$ cat src/rtl/pcs_pkg.sv
package pcs_pkg;
  localparam int CMD_W   = 4;
  localparam int CMD_FOE = 3;
  localparam int CMD_FWE = 2;
  localparam int CMD_BOE = 1;
  localparam int CMD_BWE = 0;

  typedef struct packed {
    logic loLoad;
    logic hiLoad;
    logic loInc;
    logic hiInc;
    logic loFrontOe;
    logic hiFrontOe;
    logic loBackOe;
    logic hiBackOe;
  } pcStrobe_t;
endpackage

$ cat src/rtl/pcs_ctrl.sv
module pcs_ctrl
  import pcs_pkg::*;
(
  input  logic             clk,
  input  logic             rstN,
  input  logic [CMD_W-1:0] loCmd,
  input  logic [CMD_W-1:0] hiCmd,
  input  logic             loAtTop,
  output pcStrobe_t        stb,
  output logic             pageCarry
);
  logic carryQ;
  logic loStep;
  logic hiStep;

  // commands are active low
  assign loStep = ~loCmd[CMD_BOE] & ~loCmd[CMD_BWE];
  assign hiStep = ~hiCmd[CMD_BOE] & ~hiCmd[CMD_BWE];

  always_comb begin
    stb.loLoad    = ~loCmd[CMD_FWE];
    stb.hiLoad    = ~hiCmd[CMD_FWE];
    stb.loInc     = loStep & loCmd[CMD_FWE] & ~carryQ;
    stb.hiInc     = (carryQ | hiStep) & hiCmd[CMD_FWE];
    stb.loFrontOe = ~loCmd[CMD_FOE];
    stb.hiFrontOe = ~hiCmd[CMD_FOE];
    stb.loBackOe  = ~loCmd[CMD_BOE];
    stb.hiBackOe  = ~hiCmd[CMD_BOE];
  end

  // deferred carry: set on a low wrap, lives for one page cycle
  always_ff @(posedge clk or negedge rstN) begin
    if (!rstN) carryQ <= 1'b0;
    else       carryQ <= stb.loInc & loAtTop;
  end

  assign pageCarry = carryQ;
endmodule

$ cat src/rtl/pcs_dpath.sv
module pcs_dpath
  import pcs_pkg::*;
#(
  parameter int BYTE_W = 8
) (
  input  logic                clk,
  input  logic                rstN,
  input  pcStrobe_t           stb,
  input  logic [BYTE_W-1:0]   dataIn,
  output logic [2*BYTE_W-1:0] pcVal,
  output logic [BYTE_W-1:0]   frontOut,
  output logic [2*BYTE_W-1:0] addrOut,
  output logic                loAtTop
);
  localparam int HALVES = 2;

  logic [BYTE_W-1:0] half   [HALVES];
  logic [HALVES-1:0] ldVec;
  logic [HALVES-1:0] incVec;
  logic [HALVES-1:0] boeVec;

  assign ldVec  = {stb.hiLoad, stb.loLoad};
  assign incVec = {stb.hiInc, stb.loInc};
  assign boeVec = {stb.hiBackOe, stb.loBackOe};

  for (genvar h = 0; h < HALVES; h++) begin : g_half
    always_ff @(posedge clk or negedge rstN) begin
      if (!rstN)          half[h] <= '0;
      else if (ldVec[h])  half[h] <= dataIn;
      else if (incVec[h]) half[h] <= half[h] + 1'b1;
    end
    assign pcVal[h*BYTE_W +: BYTE_W]   = half[h];
    assign addrOut[h*BYTE_W +: BYTE_W] = boeVec[h] ? half[h] : '0;
  end

  assign loAtTop = &half[0];

  always_comb begin
    if (stb.hiFrontOe)      frontOut = half[1];
    else if (stb.loFrontOe) frontOut = half[0];
    else                    frontOut = '0;
  end
endmodule

$ cat src/rtl/split_pc.sv
module split_pc
  import pcs_pkg::*;
#(
  parameter int BYTE_W = 8
) (
  input  logic                clk,
  input  logic                rstN,
  input  logic [CMD_W-1:0]    loCmd,
  input  logic [CMD_W-1:0]    hiCmd,
  input  logic [BYTE_W-1:0]   dataIn,
  output logic [2*BYTE_W-1:0] pcOut,
  output logic [BYTE_W-1:0]   frontOut,
  output logic [2*BYTE_W-1:0] addrOut,
  output logic                pageCarry
);
  pcStrobe_t stb;
  logic      loAtTop;

  pcs_ctrl ctrl_i (
    .clk(clk), .rstN(rstN), .loCmd(loCmd), .hiCmd(hiCmd),
    .loAtTop(loAtTop), .stb(stb), .pageCarry(pageCarry)
  );

  pcs_dpath #(.BYTE_W(BYTE_W)) dpath_i (
    .clk(clk), .rstN(rstN), .stb(stb), .dataIn(dataIn),
    .pcVal(pcOut), .frontOut(frontOut), .addrOut(addrOut), .loAtTop(loAtTop)
  );
endmodule

$ cat config.mk
export PLATFORM = sky130hd
export DESIGN_NAME = split_pc
export DESIGN_NICKNAME = d
export VERILOG_FILES = /design/src/rtl/pcs_pkg.sv /design/src/rtl/pcs_ctrl.sv /design/src/rtl/pcs_dpath.sv /design/src/rtl/split_pc.sv
export SDC_FILE = /design/constraint.sdc
export NUM_CORES = 1
export LEC_CHECK = 0
export BUFFER_PORTS_ARGS = -buffer_cell sky130_fd_sc_hd__buf_2
export CORE_MARGIN = 2
export CORE_UTILIZATION = 48
export CTS_CLUSTER_SIZE = 8
export DETAILED_ROUTE_END_ITERATION = 8
export PLACE_DENSITY = 0.95
export SYNTH_ARGS = -nofsm -noshare
export SYNTH_HDL_FRONTEND = slang
export SYNTH_SLANG_ARGS = --single-unit
export TNS_END_PERCENT = 30
$ cat constraint.sdc
create_clock -name clk -period 3.2 [get_ports clk]
set_input_delay 0.64 -clock clk [delete_from_list [all_inputs] [get_ports clk]]
set_output_delay 0.64 -clock clk [all_outputs]
set_load 0.01 [all_outputs]
==> flow_metrics.tcl, run 1 <==
set metrics [dict create \
    pre_cts_ws_ps 1070 \
    critPathLaunchType "input pin" \
    final_cell_mix "58 x buf_2, 24 x nor2_1, 17 x dfrtp_1, 15 x o21ai_0, 12 x a31oi_1" \
    leakagePower_uw 0.000713 \
    outcome "finished, final reports clean" \
    synth_top_family_by_area "simple AND/OR/NAND/NOR gates" \
    rows 17 \
    num_antenna_cells 0 \
    rsz0062_at_grt "no" \
    setup_viol 0 \
    die_height_um 53.2 \
    finalCritPeriodShare_pct 59.6 \
    synthToLayoutAreaGrowth_pct 27.3 \
    power_uw 589 \
    finalInstanceArea_sq_um 1480 \
    drc 0 \
    cts_root_buf "clkbuf_4" \
    yosysUniqueCellTypes 28 \
    setup_tns_ps 0 \
    required_ps 2560 \
    die_x_um 53.2 \
    max_cap_viol_count 0 \
    cts-resized-gates 0 \
    antenna_found_initial 0 \
    synth_fp_nets 169 \
    drtAntennaViolNets 0 \
    drt_iter0_drc 39 \
    synthCells 149 \
    place_area_sq_um 1450 \
    gp_congestion 0.825 \
    avgRoutedWirePerCell_um 14.6 \
    use_met1_pct 31.3 \
    met3_usage_pct 4.52 \
    synth-xor-area-share_pct 2.26 \
    yosys.area_share.adder_pct 2.16 \
    netlist_area_sq_um 1160 \
    grt_pass1_vias 1247 \
    ys.warnings.count 0 \
    cts_buffers 3 \
    crit_type "in -> out" \
    synth-simple-area-share_pct 31.8 \
    worst_slew_pin_slew_ps 619 \
    hold_violations 0 \
    synth.avg_cell_area_sq_um 7.79 \
    routed_wl_um 3380 \
    die_area_sq_um 2830 \
    final_util_pct 65.5 \
    gr-max-usage-layer "met2" \
    final_common_cell "buf_2" \
    overflow 0 \
    finalWorstSetupSlack_ps 1290 \
    crit_arrival_ps 1270 \
    cp-end-kind "output pin" \
    final_nets 224 \
    synthMuxAreaShare_pct 1.94 \
    slew_violations 0 \
    ys_seq_area_share_pct 36.6 \
    dr_total_vias 1352 \
    critPathMaxFanout 16 \
    postCtsSetupBuffers 0 \
    cts_tree "yes" \
    clk_path_buf_depth 2 \
    peakVddDrop_uv 274 \
    ys_seq_elements 17 \
    clkLatencyLatePin_ps 300 \
    htreeDepth 1 \
    drive_gt1_share_pct 32.0 \
    core_area_sq_um 2250 \
    fin_worst_skew_ps 9.82 \
    synth_compound_area_share_pct 18.6 \
    initial_core_util_pct 51.5 \
    firstDrtPassIters 4 \
    max-slew-margin-rel_pct 58.4 \
    worst_setup_hold_path_clk_slew_ps 100 \
    fmax_mhz 525 \
    holdCritPathClass "in -> async" \
    grt_max_degree 19 \
    p_per_area_nw_per_um2 398 \
    groute.layer.met2.usage_pct 45.0 \
    grt_pass1_wl_um 5390 \
    hpwl_um 2580 \
    port_buffers 58 \
    hold_buffers 0 \
    period_minus_slack_ps 1910 \
    cts.sinks 17 \
    io_pins 59 \
    grt_usage_pct 26.4 \
    vias_per_cell 5.85 \
]
==> worst paths after layout <==
check	cells after the start	from	slack, ps	endpoint
max	4	hiCmd[3]	1290	frontOut[3]
min	1	rstN	250	dpath_i.pcVal[1]
max reg2reg	3	ctrl_i.pageCarry	1480	dpath_i.pcVal[7]
min reg2reg	2	dpath_i.pcVal[15]	590	dpath_i.pcVal[15]
max in group asynchronous	1	rstN	2670	dpath_i.pcVal[14]
min in group clk	2	dpath_i.pcVal[15]	590	dpath_i.pcVal[15]
==> Yosys cell counts <==
master	count	share of area, %
o21ai_0	15	6.5
a21oi_1	2	0.86
inv_1	11	3.6
nor4_1	1	0.54
or4_1	4	2.6
and4_1	1	0.75
nor3_1	1	0.43
a31oi_1	12	6.5
nand4_1	2	1.1
nand3_1	8	3.4
nor2_1	24	7.8
nand3b_1	8	5.2
mux2_2	2	1.9
nor4b_1	1	0.75
ha_1	2	2.2
nor2b_1	7	3.8
nand2_1	7	2.3
or3_1	5	2.7
buf_2	4	1.7
a31o_2	1	0.75
clkbuf_1	3	0.97
o31ai_1	4	2.6
dfrtp_1	17	37
o21bai_1	1	0.65
and3_1	1	0.54
xnor2_1	3	2.3
buf_1	1	0.32
o21ba_2	1	0.86
==> final cells by class <==
class                           instances  area, sq um
Clock buffer                            4         26.3
Fill cell                             231          777
Inverter                               11         41.3
Multi-Input combinational cell        113          659
Sequential cell                        17          425
Tap cell                               28         35.0
Timing Repair Buffer                   58          290
==> report_power, final <==
group | internal (uW) | switching (uW)
logic | 84.3 | 114
clock network | 48.6 | 69.6
registers | 236 | 36.9
total | 369 | 220
==> registers in the layout, summed over array words and instances (netlist names) <==
name,cells
ctrl_i.pageCarry,1
dpath_i.pcVal,16
==> layer usage <==
| metal | part of all wire, % | wire length [um] | vias up |
|---|---|---|---|
| met5 | 0 | 0 | - |
| met4 | 3.1 | 106 | 0 |
| met3 | 6.5 | 220 | 13 |
| met2 | 52 | 1760 | 65 |
| met1 | 38 | 1290 | 629 |
| li1 | - | - | 645 |
==> cells by family (layout without fill, tap and decap cells) <==
logic type / after synthesis / after routing
muxes: 2 / 2
xor gates and xnor gates: 3 / 3
buffers and inverters: 19 / 73
AOI/OAI and AO/OA: 36 / 36
DFF: 17 / 17
adders and majority gates: 2 / 2
and+or+nand+nor: 70 / 70
==> through the flow <==
stage / instances / hold WS (ps)
2_1_floorplan: 149 / 344
3_3_place_gp: 227 / 576
3_5_place_dp: 227 / 583
4_1_cts: 231 / 258
5_1_grt: 231 / 275
6_report: 231 / 246
==> worst max-delay path, stage by stage <==
cell	delay [ps]
buf_2	230
nand3b_1	140
o21ai_0	100
buf_2	150
Note: power is estimated with default switching activity, not from simulation.
==> inputs of run 2 (changes only) <==
ABC_AREA = 1   (was unset)
CORE_UTILIZATION = 46   (was 48)
PLACE_DENSITY = 0.9   (was 0.95)
clock period = 1.94 ns   (was 3.2 ns; I/O delays follow)
==> run 2 against run 1 <==
Net effect: combinational power up 120%; global-route usage down 1.7 points; utilization down 6.3 points; synthesized cell count up 32%; register-to-register slack worse by 810 ps; largest cell class unchanged; largest power group unchanged.
==> flow_metrics.tcl, run 2 <==
set metrics [dict create \
    outcome "finished, final reports clean" \
    cp-startpoint "dpath_i.pcVal[8]" \
    worstReg2RegEnd "dpath_i.pcVal[6]" \
    drive_gt1_share_pct 29.1 \
    grt_pass1_vias 1318 \
    cts-resized-gates 0 \
    synthCells 196 \
    routed_wl_um 3720 \
    slew_violations 0 \
    core_area_sq_um 2690 \
    drtAntennaViolNets 0 \
    dr_total_vias 1498 \
    firstDrtPassIters 4 \
    cts.sinks 17 \
    crit_type "reg -> out" \
    netlist_area_sq_um 1270 \
    worst_slew_pin_slew_ps 404 \
    finalCritPeriodShare_pct 79.4 \
    clk_path_buf_depth 2 \
    initial_core_util_pct 47.1 \
    grt_usage_pct 24.7 \
    yosysTopAreaCell "dfrtp_1" \
    cts_buffers 3 \
    final_nets 275 \
    avgRoutedWirePerCell_um 13.0 \
    synth_top_area_share_pct 33.6 \
    num_antenna_cells 0 \
    synthMuxAreaShare_pct 0 \
    max-slew-margin-rel_pct 73.1 \
    r2r_setup_slack_ps 670 \
    die_area_sq_um 3190 \
    finalInstanceArea_sq_um 1590 \
    worst_setup_hold_path_clk_slew_ps 100 \
    p_int_uw 644 \
    fmax_mhz 650 \
    drt_iter0_drc 70 \
    period_minus_slack_ps 1540 \
    synth_top_family_by_area "simple AND/OR/NAND/NOR gates" \
    required_ps 1550 \
    io_pins 59 \
    combPwrFrac_pct 39.8 \
    ys_seq_elements 17 \
    clkLatencyLatePin_ps 300 \
    setup_tns_ps 0 \
    rows 19 \
    synth-xor-area-share_pct 1.38 \
    synth.avg_cell_area_sq_um 6.46 \
    synth_compound_area_share_pct 8.89 \
    grt_max_degree 18 \
    final_cell_mix "65 x nand2_1, 58 x buf_2, 27 x inv_1, 26 x nor2_1, 21 x nand3_1" \
    synth_edf_count 0 \
    cts_root_buf "clkbuf_4" \
    p_per_area_nw_per_um2 688 \
    crit_arrival_ps 1150 \
    rr_startpoint "dpath_i.pcVal[0]" \
    p_sw_uw 450 \
    setup_viol 0 \
    final_common_cell "nand2_1" \
    holdCritPathClass "in -> async" \
    htreeDepth 1 \
    hold_violations 0 \
    fin_worst_skew_ps 1.44 \
    synthToLayoutAreaGrowth_pct 25.6 \
    yosysMostFrequentCell "nand2_1" \
    largest_reg_flops 16 \
    endpoint "frontOut[0]" \
    cp-end-kind "output pin" \
    place_area_sq_um 1560 \
    yosys-top-cells-area "dfrtp_1 34%, nand2_1 19%, nand3_1 8.3%, inv_1 8.0%, nor2_1 7.7%" \
    overflow 0 \
    grt_pass1_wl_um 6070 \
    hpwl_um 2940 \
    yosysUniqueCellTypes 22 \
    die_height_um 56.5 \
    p_seq_share_pct 42.1 \
    postCtsSetupBuffers 0 \
    synthTopCellsByCount "65 x nand2_1, 27 x inv_1, 26 x nor2_1" \
    synth_fp_nets 216 \
    hold_buffers 0 \
    max_cap_viol_count 0 \
    ys.warnings.count 0 \
    ys_seq_area_share_pct 33.6 \
    peakVddDrop_uv 527 \
    vias_per_cell 5.26 \
    cts_tree "yes" \
    yosys.area_share.adder_pct 1.98 \
    synthFlopType "dfrtp_1" \
    antenna_found_initial 0 \
    gp_congestion 0.860 \
    synth-simple-area-share_pct 42.8 \
    r2r_cells 6 \
    rsz0062_at_grt "no" \
    p_sw_share_pct 41.1 \
    leakagePower_uw 0.000935 \
    critPathLaunchType "flop" \
    critPathMaxFanout 4 \
    p_clk_share_pct 18.2 \
    port_buffers 58 \
    async_flop_share_pct 100 \
    drc 0 \
    die_x_um 56.5 \
]
## run 2: how the worst min path moves through the flow
stage                            end  slack [ps]  depth (start not counted)
finish              dpath_i.pcVal[1]         0.2                          1
floorplan           ctrl_i.pageCarry          90                          0
global placement    dpath_i.pcVal[1]         330                          1
CTS                 dpath_i.pcVal[1]           9                          1
global route        dpath_i.pcVal[1]          20                          1
detailed placement  dpath_i.pcVal[1]         340                          1
## run 2: layout make-up
class / instances / area (sq um)
inverters: 30 / 113
multi-input cells: 145 / 697
fillers: 271 / 1100
well taps: 31 / 38.8
repair buffers: 58 / 290
flip-flops and latches: 17 / 425
clock buffers: 4 / 26.3
## run 2: through the flow
| stage | power [uW] | utilization [%] | std cells | setup slack, ps | hold WS, ps |
|---|---|---|---|---|---|
| floorplan | 721 | - | 196 | 636 | 92.4 |
| global placement | 888 | 58.2 | 281 | 469 | 331 |
| detailed placement | 901 | 58.2 | 281 | 441 | 336 |
| CTS | 1100 | 59.2 | 285 | 393 | 8.78 |
| global route | 1170 | 59.2 | 285 | 268 | 15.1 |
| finish | 1090 | 59.2 | 285 | 400 | 0.176 |
## run 2: worst max-delay path, stage by stage, from the launching register on
cell and delay, ps:
dfrtp_1 430, inv_1 120, o22ai_1 150, buf_2 150
## run 2: kinds of logic (layout without fill, tap and decap cells)
kind of cell | Yosys count | in the layout
DFF | 17 | 17
AOI/OAI and AO/OA | 19 | 19
and+or+nand+nor | 122 | 122
buffers and inverters | 34 | 92
xor gates and xnor gates | 2 | 2
adders and majority gates | 2 | 2
## run 2: power by group through the flow
stage	sequential, uW	combinational, uW	clock, uW
6_report	461	435	199
3_5_place_dp	466	435	0
2_1_floorplan	480	241	0
3_3_place_gp	465	424	0
5_1_grt	469	487	217
4_1_cts	460	436	202
## run 2: layer usage
layer  wire length (um)  share of wire (%)  global-route usage (%)
met5                  0                  0                       0
met4                 79                2.1                    10.2
met3                378                 10                    4.84
met2               1660                 45                    38.0
met1               1600                 43                    33.8
==> inputs of run 3 (changes only) <==
clock period = 1.5 ns   (was 1.94 ns; I/O delays follow)
==> run 3 against run 2 <==
Net effect: clock power up 30%; critical path depth did not move; power rose by 32%; cell area up 3.3%; flip-flop and latch count did not move; via count grew 1.7%; clock-buffer cell count unchanged; setup slack got worse by 360 ps; utilization grew 2.0 points; combinational power rose by 34%; highest routed layer unchanged; final cell count grew 1.1%; non-clock buffer count rose by 3.
==> flow_metrics.tcl, run 3 (synthesis gave the netlist of run 2 again) <==
set metrics [dict create \
    n_fill_cell 271 \
    drt_iter0_drc 68 \
    grt_usage_pct 23.9 \
    fmax_mhz 686 \
    cp-end-kind "output pin" \
    max-slew-margin-rel_pct 73.7 \
    routed_wl_um 3630 \
    fin_worst_skew_ps 1.05 \
    worstPathCellList "inv_1 -> o22ai_1 -> buf_2" \
    multiInputGateArea_sq_um 722 \
    wirelength_met1_um 1590 \
    htreeDepth 1 \
    avgRoutedWirePerCell_um 12.6 \
    place_area_sq_um 1570 \
    r2r_setup_slack_ps 250 \
    vias_per_cell 5.29 \
    critPathMaxFanout 5 \
    clkLatencyLatePin_ps 290 \
    slowest_delay_ps 440 \
    largest_reg_flops 16 \
    cts.sinks 17 \
    firstDrtPassIters 4 \
    rows 19 \
    gp_congestion 0.875 \
    worst_setup_hold_path_clk_slew_ps 100 \
    top_layer_used "met4" \
    required_ps 1200 \
    port_buffers 58 \
    holdWs_ps 244 \
    drtAntennaViolNets 0 \
    peakVddDrop_uv 765 \
    die_height_um 56.5 \
    grt_max_degree 18 \
    cts_tree "yes" \
    io_pins 59 \
    grt_pass1_wl_um 6020 \
    cts_buffers 3 \
    period_minus_slack_ps 1460 \
    crit_arrival_ps 1160 \
    cts_root_buf "clkbuf_4" \
    drive_gt1_share_pct 32.7 \
    grt_pass1_vias 1366 \
    crit_slowest_cell "dfrtp_1" \
    finalInstanceArea_sq_um 1640 \
    final_nets 278 \
    finalCritPeriodShare_pct 97.1 \
    leakagePower_uw 0.000954 \
    core_area_sq_um 2690 \
    hpwl_um 2790 \
    route.met2.wl_um 1680 \
    holdCritPathClass "in -> reg" \
    placed_cells 282 \
    crit_type "reg -> out" \
    die_area_sq_um 3190 \
    dr_total_vias 1524 \
    final_common_cell "nand2_1" \
    overflow 0 \
    hold_violations 0 \
    final_cell_mix "65 x nand2_1, 58 x buf_2, 26 x nor2_1, 25 x inv_1, 21 x nand3_1" \
    initial_core_util_pct 47.1 \
    seq_area_sq_um 428 \
    setup_tns_ps 0 \
    die_x_um 56.5 \
    p_per_area_nw_per_um2 878 \
    wl_met3_um 325 \
    drc 0 \
    clk_path_buf_depth 2 \
    critPathLaunchType "flop" \
    worst_slew_pin_slew_ps 394 \
    antenna_found_initial 0 \
    slew_violations 0 \
    layout.cells.non_filler 288 \
    max_cap_viol_count 0 \
    synthToLayoutAreaGrowth_pct 29.7 \
    outcome "finished, final reports clean" \
    setup_viol 0 \
    num_antenna_cells 0 \
    rsz0062_at_grt "yes" \
]
## run 3: cell types whose count changed in the layout (fill, tap and decap cells not counted)
cell / before / now
buf_4: 0 / 2
o22ai_1: 8 / 4
dfrtp_1: 17 / 15
o22ai_2: 0 / 4
inv_2: 3 / 5
dfrtp_2: 0 / 2
dlygate4sd3_1: 0 / 1
inv_1: 27 / 25
## run 3: where the power goes
part / switching, uW / leakage (uW) / internal (uW)
logic: 358 / 0.000736 / 226
registers: 79.0 / 0.000203 / 520
clock network: 156 / 0.0000150 / 104
total: 593 / 0.000954 / 850
## run 3: worst max-delay path: cells and delay by family, from the launching register on
kind / cells / cell delay, ps
compound gates: 1 / 140
buf+inv: 2 / 280
flops: 1 / 440
## run 3: per-stage QoR
step / setup slack (ps) / power (uW) / util, %
after floorplan: 322 / 933 / -
after global placement: 235 / 1150 / 58.5
after CTS: 0.620 / 1420 / 59.9
after global routing: -5.98 / 1530 / 61.2
after detailed placement: 215 / 1160 / 58.5
final: 43.2 / 1440 / 61.2
## run 3: routing by layer
layer	vias to the layer above	GRT usage [%]
met3	4	2.07
met5	-	0
met2	83	36.9
met4	0	9.18
met1	695	34.5
li1	742	-
## run 3: cell type report
class	count	area share [%]
multi-input cells	145	43.9
inverters	30	6.85
well taps	31	2.36
flip-flops and latches	17	26.0
repair buffers	61	19.2
clock buffers	4	1.60
## run 3: worst paths after layout
path | startpoint | depth (start not counted) | to
min reg2reg | dpath_i.pcVal[15] | 2 | dpath_i.pcVal[15]
min | dataIn[3] | 3 | dpath_i.pcVal[3]
max reg2reg | dpath_i.pcVal[1] | 6 | dpath_i.pcVal[6]
max | dpath_i.pcVal[3] | 3 | frontOut[3]
min in group asynchronous | rstN | 2 | dpath_i.pcVal[1]
max in group asynchronous | rstN | 2 | dpath_i.pcVal[5]
## run 3: what timing repair did
item	CTS	global route
pin swaps	0	0
hold buffers	1	0
buffers inserted	0	1
setup endpoints to repair	1	5
hold endpoints to repair	17	0
gates resized for setup	1	7
